[src/rtl/hfadc_pkg.sv]
`timescale 1ns/1ps
package hfadc_pkg;

   typedef enum logic [1:0] {
      ST_IDLE   = 2'd0,
      ST_WR_LOW = 2'd1,
      ST_WR_GAP = 2'd2,
      ST_RD_ACT = 2'd3
   } hfadc_state_e;

   typedef struct packed {
      logic wr_first;
      logic fast;
   } hfadc_cfg_t;

   typedef struct packed {
      logic cs_n;
      logic wr_n;
      logic rd_n;
   } hfadc_strobe_t;

   function automatic hfadc_strobe_t strobes_for(hfadc_state_e s);
      hfadc_strobe_t r;
      unique case (s)
         ST_WR_LOW: r = '{cs_n: 1'b0, wr_n: 1'b0, rd_n: 1'b1};
         ST_WR_GAP: r = '{cs_n: 1'b0, wr_n: 1'b1, rd_n: 1'b1};
         ST_RD_ACT: r = '{cs_n: 1'b0, wr_n: 1'b1, rd_n: 1'b0};
         default:   r = '{cs_n: 1'b1, wr_n: 1'b1, rd_n: 1'b1};
      endcase
      return r;
   endfunction

endpackage

[src/rtl/hfadc_sync.sv]
`timescale 1ns/1ps
module hfadc_sync #(
   parameter int         W       = 1,
   parameter int         STAGES  = 2,
   parameter logic [W-1:0] RST_VAL = '1
) (
   input  logic         clk,
   input  logic         rst_n,
   input  logic [W-1:0] d_i,
   output logic [W-1:0] q_o
);
   logic [W-1:0] stg [STAGES];

   generate
      if (STAGES < 2) begin : g_bad
         $error("hfadc_sync needs at least two stages");
      end
      for (genvar i = 0; i < STAGES; i++) begin : g_stage
         if (i == 0) begin : g_first
            always_ff @(posedge clk or negedge rst_n)
               if (!rst_n) stg[0] <= RST_VAL;
               else        stg[0] <= d_i;
         end else begin : g_next
            always_ff @(posedge clk or negedge rst_n)
               if (!rst_n) stg[i] <= RST_VAL;
               else        stg[i] <= stg[i-1];
         end
      end
   endgenerate

   assign q_o = stg[STAGES-1];
endmodule

[src/rtl/hfadc_counter.sv]
`timescale 1ns/1ps
module hfadc_counter #(
   parameter int W = 8
) (
   input  logic         clk,
   input  logic         rst_n,
   input  logic         clr_i,
   output logic [W-1:0] cnt_o
);
   always_ff @(posedge clk or negedge rst_n)
      if (!rst_n)               cnt_o <= '0;
      else if (clr_i)           cnt_o <= '0;
      else if (cnt_o != '1)     cnt_o <= cnt_o + 1'b1;
endmodule

[src/rtl/hfadc_seq.sv]
`timescale 1ns/1ps
module hfadc_seq
   import hfadc_pkg::*;
#(
   parameter int CNT_W       = 8,
   parameter int WD_W        = 10,
   parameter int WR_LOW_CYC  = 120,
   parameter int WR2RD_CYC   = 120,
   parameter int RD_MIN_CYC  = 2,
   parameter int TIMEOUT_CYC = 1000
) (
   input  logic             clk,
   input  logic             rst_n,
   input  logic             start_i,
   input  hfadc_cfg_t       cfg_live_i,
   input  logic             int_low_i,
   input  logic             rdy_i,
   input  logic [CNT_W-1:0] phase_cnt_i,
   input  logic [WD_W-1:0]  wd_cnt_i,
   output logic             phase_clr_o,
   output logic             wd_clr_o,
   output hfadc_state_e     state_o,
   output hfadc_cfg_t       cfg_o,
   output hfadc_strobe_t    strobe_o,
   output logic             cap_o,
   output logic             tmo_o
);
   localparam logic [CNT_W-1:0] WR_LAST  = CNT_W'(WR_LOW_CYC - 1);
   localparam logic [CNT_W-1:0] GAP_LAST = CNT_W'(WR2RD_CYC - 1);
   localparam logic [CNT_W-1:0] RD_LAST  = CNT_W'(RD_MIN_CYC - 1);
   localparam logic [WD_W-1:0]  WD_LAST  = WD_W'(TIMEOUT_CYC - 1);

   hfadc_state_e state_q, nxt;
   hfadc_cfg_t   cfg_q;
   logic         accept;

   assign accept = (state_q == ST_IDLE) && start_i;

   always_comb begin
      nxt   = state_q;
      cap_o = 1'b0;
      tmo_o = 1'b0;
      unique case (state_q)
         ST_IDLE:   if (start_i)
                       nxt = cfg_live_i.wr_first ? ST_WR_LOW : ST_RD_ACT;
         ST_WR_LOW: if (phase_cnt_i == WR_LAST) nxt = ST_WR_GAP;
         ST_WR_GAP: if (cfg_q.fast ? (phase_cnt_i == GAP_LAST) : int_low_i)
                       nxt = ST_RD_ACT;
         ST_RD_ACT: if ((phase_cnt_i >= RD_LAST) && int_low_i && rdy_i) begin
                       cap_o = 1'b1;
                       nxt   = ST_IDLE;
                    end
         default:   nxt = ST_IDLE;
      endcase
      if ((state_q != ST_IDLE) && !cap_o && (wd_cnt_i == WD_LAST)) begin
         tmo_o = 1'b1;
         nxt   = ST_IDLE;
      end
   end

   always_ff @(posedge clk or negedge rst_n)
      if (!rst_n) begin
         state_q  <= ST_IDLE;
         strobe_o <= strobes_for(ST_IDLE);
         cfg_q    <= '0;
      end else begin
         state_q  <= nxt;
         strobe_o <= strobes_for(nxt);
         if (accept) cfg_q <= cfg_live_i;
      end

   assign phase_clr_o = (nxt != state_q);
   assign wd_clr_o    = (state_q == ST_IDLE);
   assign state_o     = state_q;
   assign cfg_o       = cfg_q;
endmodule

[src/rtl/hfadc_host_ctrl.sv]
`timescale 1ns/1ps
module hfadc_host_ctrl
   import hfadc_pkg::*;
#(
   parameter int DATA_W      = 8,
   parameter int WR_LOW_CYC  = 120,
   parameter int WR2RD_CYC   = 120,
   parameter int RD_MIN_CYC  = 2,
   parameter int TIMEOUT_CYC = 1000,
   parameter int SYNC_STAGES = 2,
   parameter bit FAST_EN     = 1'b1
) (
   input  logic              clk,
   input  logic              rst_n,
   input  logic              start_i,
   input  logic              cfg_wr_first_i,
   input  logic              cfg_fast_i,
   output logic              cs_n_o,
   output logic              wr_n_o,
   output logic              rd_n_o,
   input  logic              int_n_i,
   input  logic              rdy_i,
   input  logic [DATA_W-1:0] adc_data_i,
   output logic [DATA_W-1:0] result_o,
   output logic              result_vld_o,
   output logic              busy_o,
   output logic              timeout_o
);
   localparam int PH_MAX = (WR_LOW_CYC > WR2RD_CYC) ?
                           ((WR_LOW_CYC > RD_MIN_CYC) ? WR_LOW_CYC : RD_MIN_CYC) :
                           ((WR2RD_CYC > RD_MIN_CYC) ? WR2RD_CYC : RD_MIN_CYC);
   localparam int CNT_W  = $clog2(PH_MAX + 1);
   localparam int WD_W   = $clog2(TIMEOUT_CYC + 1);

   generate
      if (DATA_W < 1)
         $error("DATA_W must be positive");
      if (WR_LOW_CYC <= SYNC_STAGES || WR2RD_CYC < 1 || RD_MIN_CYC < 1)
         $error("phase lengths too short for the synchroniser depth");
      if (TIMEOUT_CYC <= WR_LOW_CYC + WR2RD_CYC)
         $error("TIMEOUT_CYC must exceed the write phases");
   endgenerate

   logic          int_s, rdy_s;
   logic          fast_eff;
   hfadc_cfg_t    cfg_live, cfg_q;
   hfadc_state_e  state;
   hfadc_strobe_t strobe;
   logic [CNT_W-1:0] phase_cnt;
   logic [WD_W-1:0]  wd_cnt;
   logic          phase_clr, wd_clr, cap, tmo;
   logic          cfg_wr_first_q, cfg_fast_q;

   hfadc_sync #(.W(2), .STAGES(SYNC_STAGES), .RST_VAL(2'b11)) u_sync (
      .clk(clk), .rst_n(rst_n),
      .d_i({int_n_i, rdy_i}), .q_o({int_s, rdy_s}));

   generate
      if (FAST_EN) begin : g_fast
         assign fast_eff = cfg_fast_i;
      end else begin : g_nofast
         assign fast_eff = 1'b0;
      end
   endgenerate

   assign cfg_live = '{wr_first: cfg_wr_first_i, fast: fast_eff};

   hfadc_counter #(.W(CNT_W)) u_phase (
      .clk(clk), .rst_n(rst_n), .clr_i(phase_clr), .cnt_o(phase_cnt));

   hfadc_counter #(.W(WD_W)) u_wdog (
      .clk(clk), .rst_n(rst_n), .clr_i(wd_clr), .cnt_o(wd_cnt));

   hfadc_seq #(
      .CNT_W(CNT_W), .WD_W(WD_W), .WR_LOW_CYC(WR_LOW_CYC), .WR2RD_CYC(WR2RD_CYC),
      .RD_MIN_CYC(RD_MIN_CYC), .TIMEOUT_CYC(TIMEOUT_CYC)
   ) u_seq (
      .clk(clk), .rst_n(rst_n), .start_i(start_i), .cfg_live_i(cfg_live),
      .int_low_i(!int_s), .rdy_i(rdy_s), .phase_cnt_i(phase_cnt), .wd_cnt_i(wd_cnt),
      .phase_clr_o(phase_clr), .wd_clr_o(wd_clr), .state_o(state), .cfg_o(cfg_q),
      .strobe_o(strobe), .cap_o(cap), .tmo_o(tmo));

   always_ff @(posedge clk or negedge rst_n)
      if (!rst_n) begin
         result_o     <= '0;
         result_vld_o <= 1'b0;
         timeout_o    <= 1'b0;
      end else begin
         result_vld_o <= cap;
         timeout_o    <= tmo;
         if (cap) result_o <= adc_data_i;
      end

   assign cfg_wr_first_q = cfg_q.wr_first;
   assign cfg_fast_q     = cfg_q.fast;
   assign busy_o = (state != ST_IDLE);
   assign cs_n_o = strobe.cs_n;
   assign wr_n_o = strobe.wr_n;
   assign rd_n_o = strobe.rd_n;
endmodule

[config.mk]
export PLATFORM = sky130hd
export DESIGN_NAME = hfadc_host_ctrl
export DESIGN_NICKNAME = d
export VERILOG_FILES = /design/src/rtl/hfadc_pkg.sv /design/src/rtl/hfadc_sync.sv /design/src/rtl/hfadc_counter.sv /design/src/rtl/hfadc_seq.sv /design/src/rtl/hfadc_host_ctrl.sv
export SDC_FILE = /design/constraint.sdc
export NUM_CORES = 1
export LEC_CHECK = 0
export ABC_AREA = 1
export BUFFER_PORTS_ARGS = -buffer_cell sky130_fd_sc_hd__buf_2
export CAP_MARGIN = 0
export CORE_UTILIZATION = 56
export DETAILED_ROUTE_END_ITERATION = 6
export PLACE_DENSITY_LB_ADDON = 0.2
export SLEW_MARGIN = 15
export SYNTH_ARGS = -nofsm -noshare
export SYNTH_HDL_FRONTEND = slang
export SYNTH_HIERARCHICAL = 1
export SYNTH_SLANG_ARGS = --single-unit
[constraint.sdc]
create_clock -name clk -period 2.2 [get_ports clk]
set_input_delay 0.44 -clock clk [delete_from_list [all_inputs] [get_ports clk]]
set_output_delay 0.44 -clock clk [all_outputs]
set_load 0.02 [all_outputs]
# Yosys cells after proc, flatten, opt, wreduce, memory -nomap -nowiden
# Index checks and enable logic that the tools add are counted.
dict set report totals {
  mem_bits_rw 0
  memories 0
  out_inout_bits 14
  romBits 0
  ff_bits 37
  latchBits 0
  inputBits 15
}
dict set report op_classes {
  bitwise 0
  magnitude_cmp 1
  n_mul 0
  div 0
  reduce_logical 11
  eq_ne 11
  muxes 16
  shift 0
  add_sub_neg 2
}
# op count
set op_table {}
lappend op_table {{10-bit two-way mux} 2}
lappend op_table {{7-bit two-way mux} 2}
lappend op_table {{2-bit two-way mux} 6}
lappend op_table {{10-bit by 1-bit adder with 10-bit output, second input constant} 1}
lappend op_table {{10-bit == test, second input constant} 1}
lappend op_table {{10-bit inequality test, second input constant} 1}
lappend op_table {{3-bit one-hot mux with 3 select lines} 1}
lappend op_table {{2-bit == test, second input constant} 4}
lappend op_table {{2-bit one-hot mux with 4 select lines} 1}
lappend op_table {{7-bit by 1-bit adder with 7-bit output, second input constant} 1}
lappend op_table {{7-bit == test, second input constant} 1}
lappend op_table {{7-bit by 1-bit greater-or-equal comparator with 1-bit output, second input constant} 1}
lappend op_table {{7-bit inequality test, second input constant} 1}
lappend op_table {{2-bit nonzero test} 3}
lappend op_table {{1-bit logical AND} 5}
lappend op_table {{2-bit by 1-bit == test with 1-bit output, second input constant} 2}
lappend op_table {{1-bit two-way mux} 4}
lappend op_table {{1-bit logical NOT} 2}
lappend op_table {{2-bit logical NOT} 1}
lappend op_table {{2-bit inequality test} 1}

# Longest topological paths before layout
dict set report depth {
  depth_word 11
  ltp_mapped 15
}

# Hierarchy
# The synthesis kept the hierarchy.
# mod seq_area_each_um2 area_each_um2 instances cells_per_inst
set by_module_without_submodules {}
lappend by_module_without_submodules {{hfadc_counter (u_wdog)} 250.2 593.1 1 75}
lappend by_module_without_submodules {hfadc_seq 178.9 501.7 1 77}
lappend by_module_without_submodules {{hfadc_counter (u_phase)} 175.2 370.4 1 47}
lappend by_module_without_submodules {hfadc_host_ctrl 250.2 365.4 1 38}
lappend by_module_without_submodules {hfadc_sync 105.1 120.1 1 6}

# Worst setup path after synthesis
# Ideal clock, no wire load.
dict set report synth_path {
  path_kind {reg2reg}
  from {reg u_sync.stg, in the netlist u_sync/q_o[0]}
  to {reg u_phase.cnt_o[1]}
  setup_time_ns 0.118
  path_stages_with_launch 15
  synth_period_minus_slack_ns 1.642
  setup_slack_ns 0.558
  arrival_ns 1.525
  n_path_buf 1
  required_time_ns 2.082
  path_cell_list {dfstp_2 > buf_4 > nand2_1 > nor2_1 > nand2_1 > nand2_1 > nand2_4 > nand2_4 > nand2_1 > nand2_1 > nand2_1 > inv_1 > nand2_2 > nand3_1 > nand2_1}
}
dict set report synth_between {
  elab_chain_len 9
  word_cells_on_any_way 12
  classes_between {eq/ne: 1; mux: 6; reduce/logical: 5}
}
# element line
set synth_lines {}
lappend synth_lines {{start: declaration} hfadc_sync.sv:12} ;# logic [W-1:0] stg [STAGES];
lappend synth_lines {{start signal: indexed assignment} hfadc_sync.sv:26} ;# else stg[i] <= stg[i-1];
lappend synth_lines {{1-bit logical AND *} hfadc_seq.sv:49} ;# ST_RD_ACT: if ((phase_cnt_i >= RD_LAST) && int_low_i && rdy_i) begin
lappend synth_lines {{1-bit two-way mux} hfadc_seq.sv:49}
lappend synth_lines {{1-bit two-way mux} hfadc_seq.sv:43} ;# unique case (state_q)
lappend synth_lines {{1-bit logical NOT} hfadc_seq.sv:55} ;# if ((state_q != ST_IDLE) && !cap_o && (wd_cnt_i == WD_LAST)) begin
lappend synth_lines {{1-bit logical AND (2 in series)} hfadc_seq.sv:55}
lappend synth_lines {{2-bit two-way mux *} hfadc_seq.sv:55}
lappend synth_lines {{2-bit inequality test *} hfadc_seq.sv:72} ;# assign phase_clr_o = (nxt != state_q);
lappend synth_lines {{named net phase_clr} hfadc_host_ctrl.sv:51} ;# logic phase_clr, wd_clr, cap, tmo;
lappend synth_lines {{7-bit two-way mux or 2-bit nonzero test (tied branches)} --}
lappend synth_lines {{end signal: assignment} hfadc_counter.sv:13} ;# else if (cnt_o != '1) cnt_o <= cnt_o + 1'b1;
lappend synth_lines {{end: declaration} hfadc_counter.sv:8} ;# output logic [W-1:0] cnt_o
# Mark *: on every way through the listed nets, which the timed path passes. The rest lies on a longest branch.
# A chain may end at the register's enable or synchronous reset.

# Worst setup path after layout
dict set report layout_path {
  from {reg u_phase.cnt_o[2]}
  to {reg u_phase.cnt_o[1]}
}
dict set report layout_between {
  elab_chain_len 11
  word_cells_on_any_way 19
  classes_between {order compare: 1; eq/ne: 3; mux: 9; reduce/logical: 6}
}
# element line
set layout_lines {}
lappend layout_lines {{7-bit by 1-bit greater-or-equal comparator with 1-bit output} hfadc_seq.sv:49}
lappend layout_lines {{1-bit logical AND (2 in series)} hfadc_seq.sv:49}
lappend layout_lines {{1-bit two-way mux} hfadc_seq.sv:49}
lappend layout_lines {{1-bit two-way mux} hfadc_seq.sv:43}
lappend layout_lines {{1-bit logical NOT} hfadc_seq.sv:55}
lappend layout_lines {{1-bit logical AND (2 in series)} hfadc_seq.sv:55}
lappend layout_lines {{2-bit two-way mux *} hfadc_seq.sv:55}
lappend layout_lines {{2-bit inequality test *} hfadc_seq.sv:72}
lappend layout_lines {{named net phase_clr} hfadc_host_ctrl.sv:51}
lappend layout_lines {{7-bit two-way mux or 2-bit nonzero test (tied branches)} --}
# Marks and branches as above.

==> impl_metrics.toml <==
[power_and_ir_drop]
netSwitchingFraction_pct = 40.2
p_comb_share_pct = 37.3
p_leak_nw = 1.17
power_density_mw_per_mm2 = 1120
p_int_mw = 1.46
peakVddDrop_mv = 0.757
clkPwrFrac_pct = 20.4
power_frac_seq_pct = 42.3
net-switching-power_mw = 0.979

[synth]
synthCells = 241
synthesis.area_mm2 = 0.00192
syn-num-nets = 258
synth_warnings = 6
synth.avg_cell_area_um2 = 7.96

[setup_path]
start_kind = "flip-flop"
cp-startpoint = "u_phase/cnt_o[2]$_DFFE_PN0P_"
cp_max_fo = 8
worstPathArrival_ps = 2150
required_ps = 2440
critical_path_class = "reg -> reg"
crit_path_end_kind = "flip-flop"
rr_startpoint = "u_phase/cnt_o[2]$_DFFE_PN0P_"

[clock_tree]
cts.htree.levels = 2
postCtsHoldBufs = 0
cts.repair.resized = 0
cts_buffer_depth = 2
post_cts_buffers = 0
cts_buffers = 5
cts.sinks = 37
cts_root_buf = "clkbuf_4"
insertion_delay_ps = 350
cts_tree = "done"
clkTransAtPathRegs_ps = 110

[routing]
drt_iter0_drc = 86
drt_wl_total_um = 3510
drtPass1Iterations = 4
drc = 0
wire_per_inst_um = 11.1
postRouteAntennaNets = 0
vias_per_cell = 4.92
num_vias = 1561

[placement]
dp_slack_ps = 323
dp_hpwl_um = 2570
io_buffer_count = 28
gp_congestion = 0.805

[sta]
slew_viol_final = 0
setup_tns_ps = 0
holdWs_ps = 152
setup_ws_ps = 295
tightest_slew_ps = 772
hold_viol = 0
period_needed_ps = 1900
setup_violations = 0
skew_ps = 9.08
fin_crit_sh_pct = 86.6
rsz0062_at_grt = "false"
timing.fmax_mhz = 525
slew-limit-headroom_pct = 48.6

[global_route]
grt-ovfl-total = 0
grt_pass1_wl_um = 5870
track_usage_pct = 22.4
grt_pass1_vias = 1357
antenna_found_initial = 0
grt_start_max_net_pins = 38

[layout]
final_util_pct = 68.8
antenna_cells = 0
drive_gt1_share_pct = 27.1
areaGrowthSynthToFinish_pct = 13.2
finalNetCount = 289

[die]
dieArea_mm2 = 0.00366
core_region_area_mm2 = 0.00315
io_pins = 29
die_h_um = 60.5
rows = 20
fp.dieW_um = 60.5
start_util_pct = 60.8

[flow_run]
maxCapViolCount = 0

[hold_path]
hold_class = "in -> async"

[outcome]
status = "completed"
-- worst paths after layout --
kind	endpoint	slack, ps	cells past startpoint
worst max register to register	u_phase/cnt_o[1]$_DFFE_PN0P_	300	14
worst min-delay path	u_wdog/cnt_o[6]$_DFFE_PN0P_	150	1
min in group clk	u_sync/stg[2]$_DFF_PN1_	180	1
max in group asynchronous	u_phase/cnt_o[6]$_DFFE_PN0P_	1560	1
worst max-delay path	u_phase/cnt_o[1]$_DFFE_PN0P_	300	14
worst min register to register	u_sync/q_o[0]$_DFF_PN1_	360	0
-- power by group through the flow --
stage                     Sequential, mW  Clock [mW]  Combinational, mW
after floorplan                     1.14           0              0.555
after global placement              1.04           0              0.883
after detailed placement            1.04           0              0.909
after CTS                           1.03       0.514              0.913
after global routing                1.06       0.534               1.02
final                               1.03       0.497              0.909
-- placed cells by master (no fill, tap or decap), types with 2 or more instances in the layout --
cell	count
nand3_2	3
inv_2	8
nand2_2	6
inv_1	21
o21ai_0	3
buf_2	28
dfstp_2	7
ha_1	2
o21bai_1	2
nand2_1	85
dfrtp_1	30
nand3_1	23
nor3_1	2
nor2_1	26
nor2_4	4
a21oi_1	2
or2_2	2
nand2_4	4
clkbuf_4	5
-- sequential cells by signal (all words and copies together), names as in the netlist --
signal,count
result_vld_o,1
u_seq/state_o,2
u_seq/cfg_o,1
u_sync/q_o,2
timeout_o,1
result_o,8
u_seq/strobe_o,3
u_sync/stg,2
u_wdog/cnt_o,10
u_phase/cnt_o,7
-- through the flow --
stage	cells	instance area (um2)	power, mW
floorplan	241	1920	1.70
global placement	309	2080	1.92
detailed placement	309	2080	1.95
CTS	317	2170	2.46
global route	317	2170	2.61
finish	317	2170	2.44
-- final cells by class --
cell class	count	area [um2]
clock buffer	6	51.3
clock inverter	2	37.5
fill	288	982
inverter	29	109
multi-input combinational	171	843
sequential	37	935
tap	44	55.1
timing repair buffer	28	140
-- layer usage --
layer / wire [um] / global-route usage, % / vias to the layer above
met5: 0 / 0 / -
met4: 75 / 10.1 / 0
met3: 120 / 6.82 / 8
met2: 1760 / 36.6 / 23
met1: 1550 / 27.3 / 726
li1: - / - / 804
-- worst max-delay path, cell delays in order, from the launching register on --
cell and delay (ps):
dfrtp_1 470, nor2_1 130, nand2_1 70, nor2_1 100, nor2_1 50, nand2_1 120
nand2_1 120, nand2_4 90, nand3_1 90, nand2_1 80, nand2_1 80, inv_1 190
nand2_2 100, nand3_1 70, nand2_1 50
Note: power is estimated with default switching activity, not from simulation.
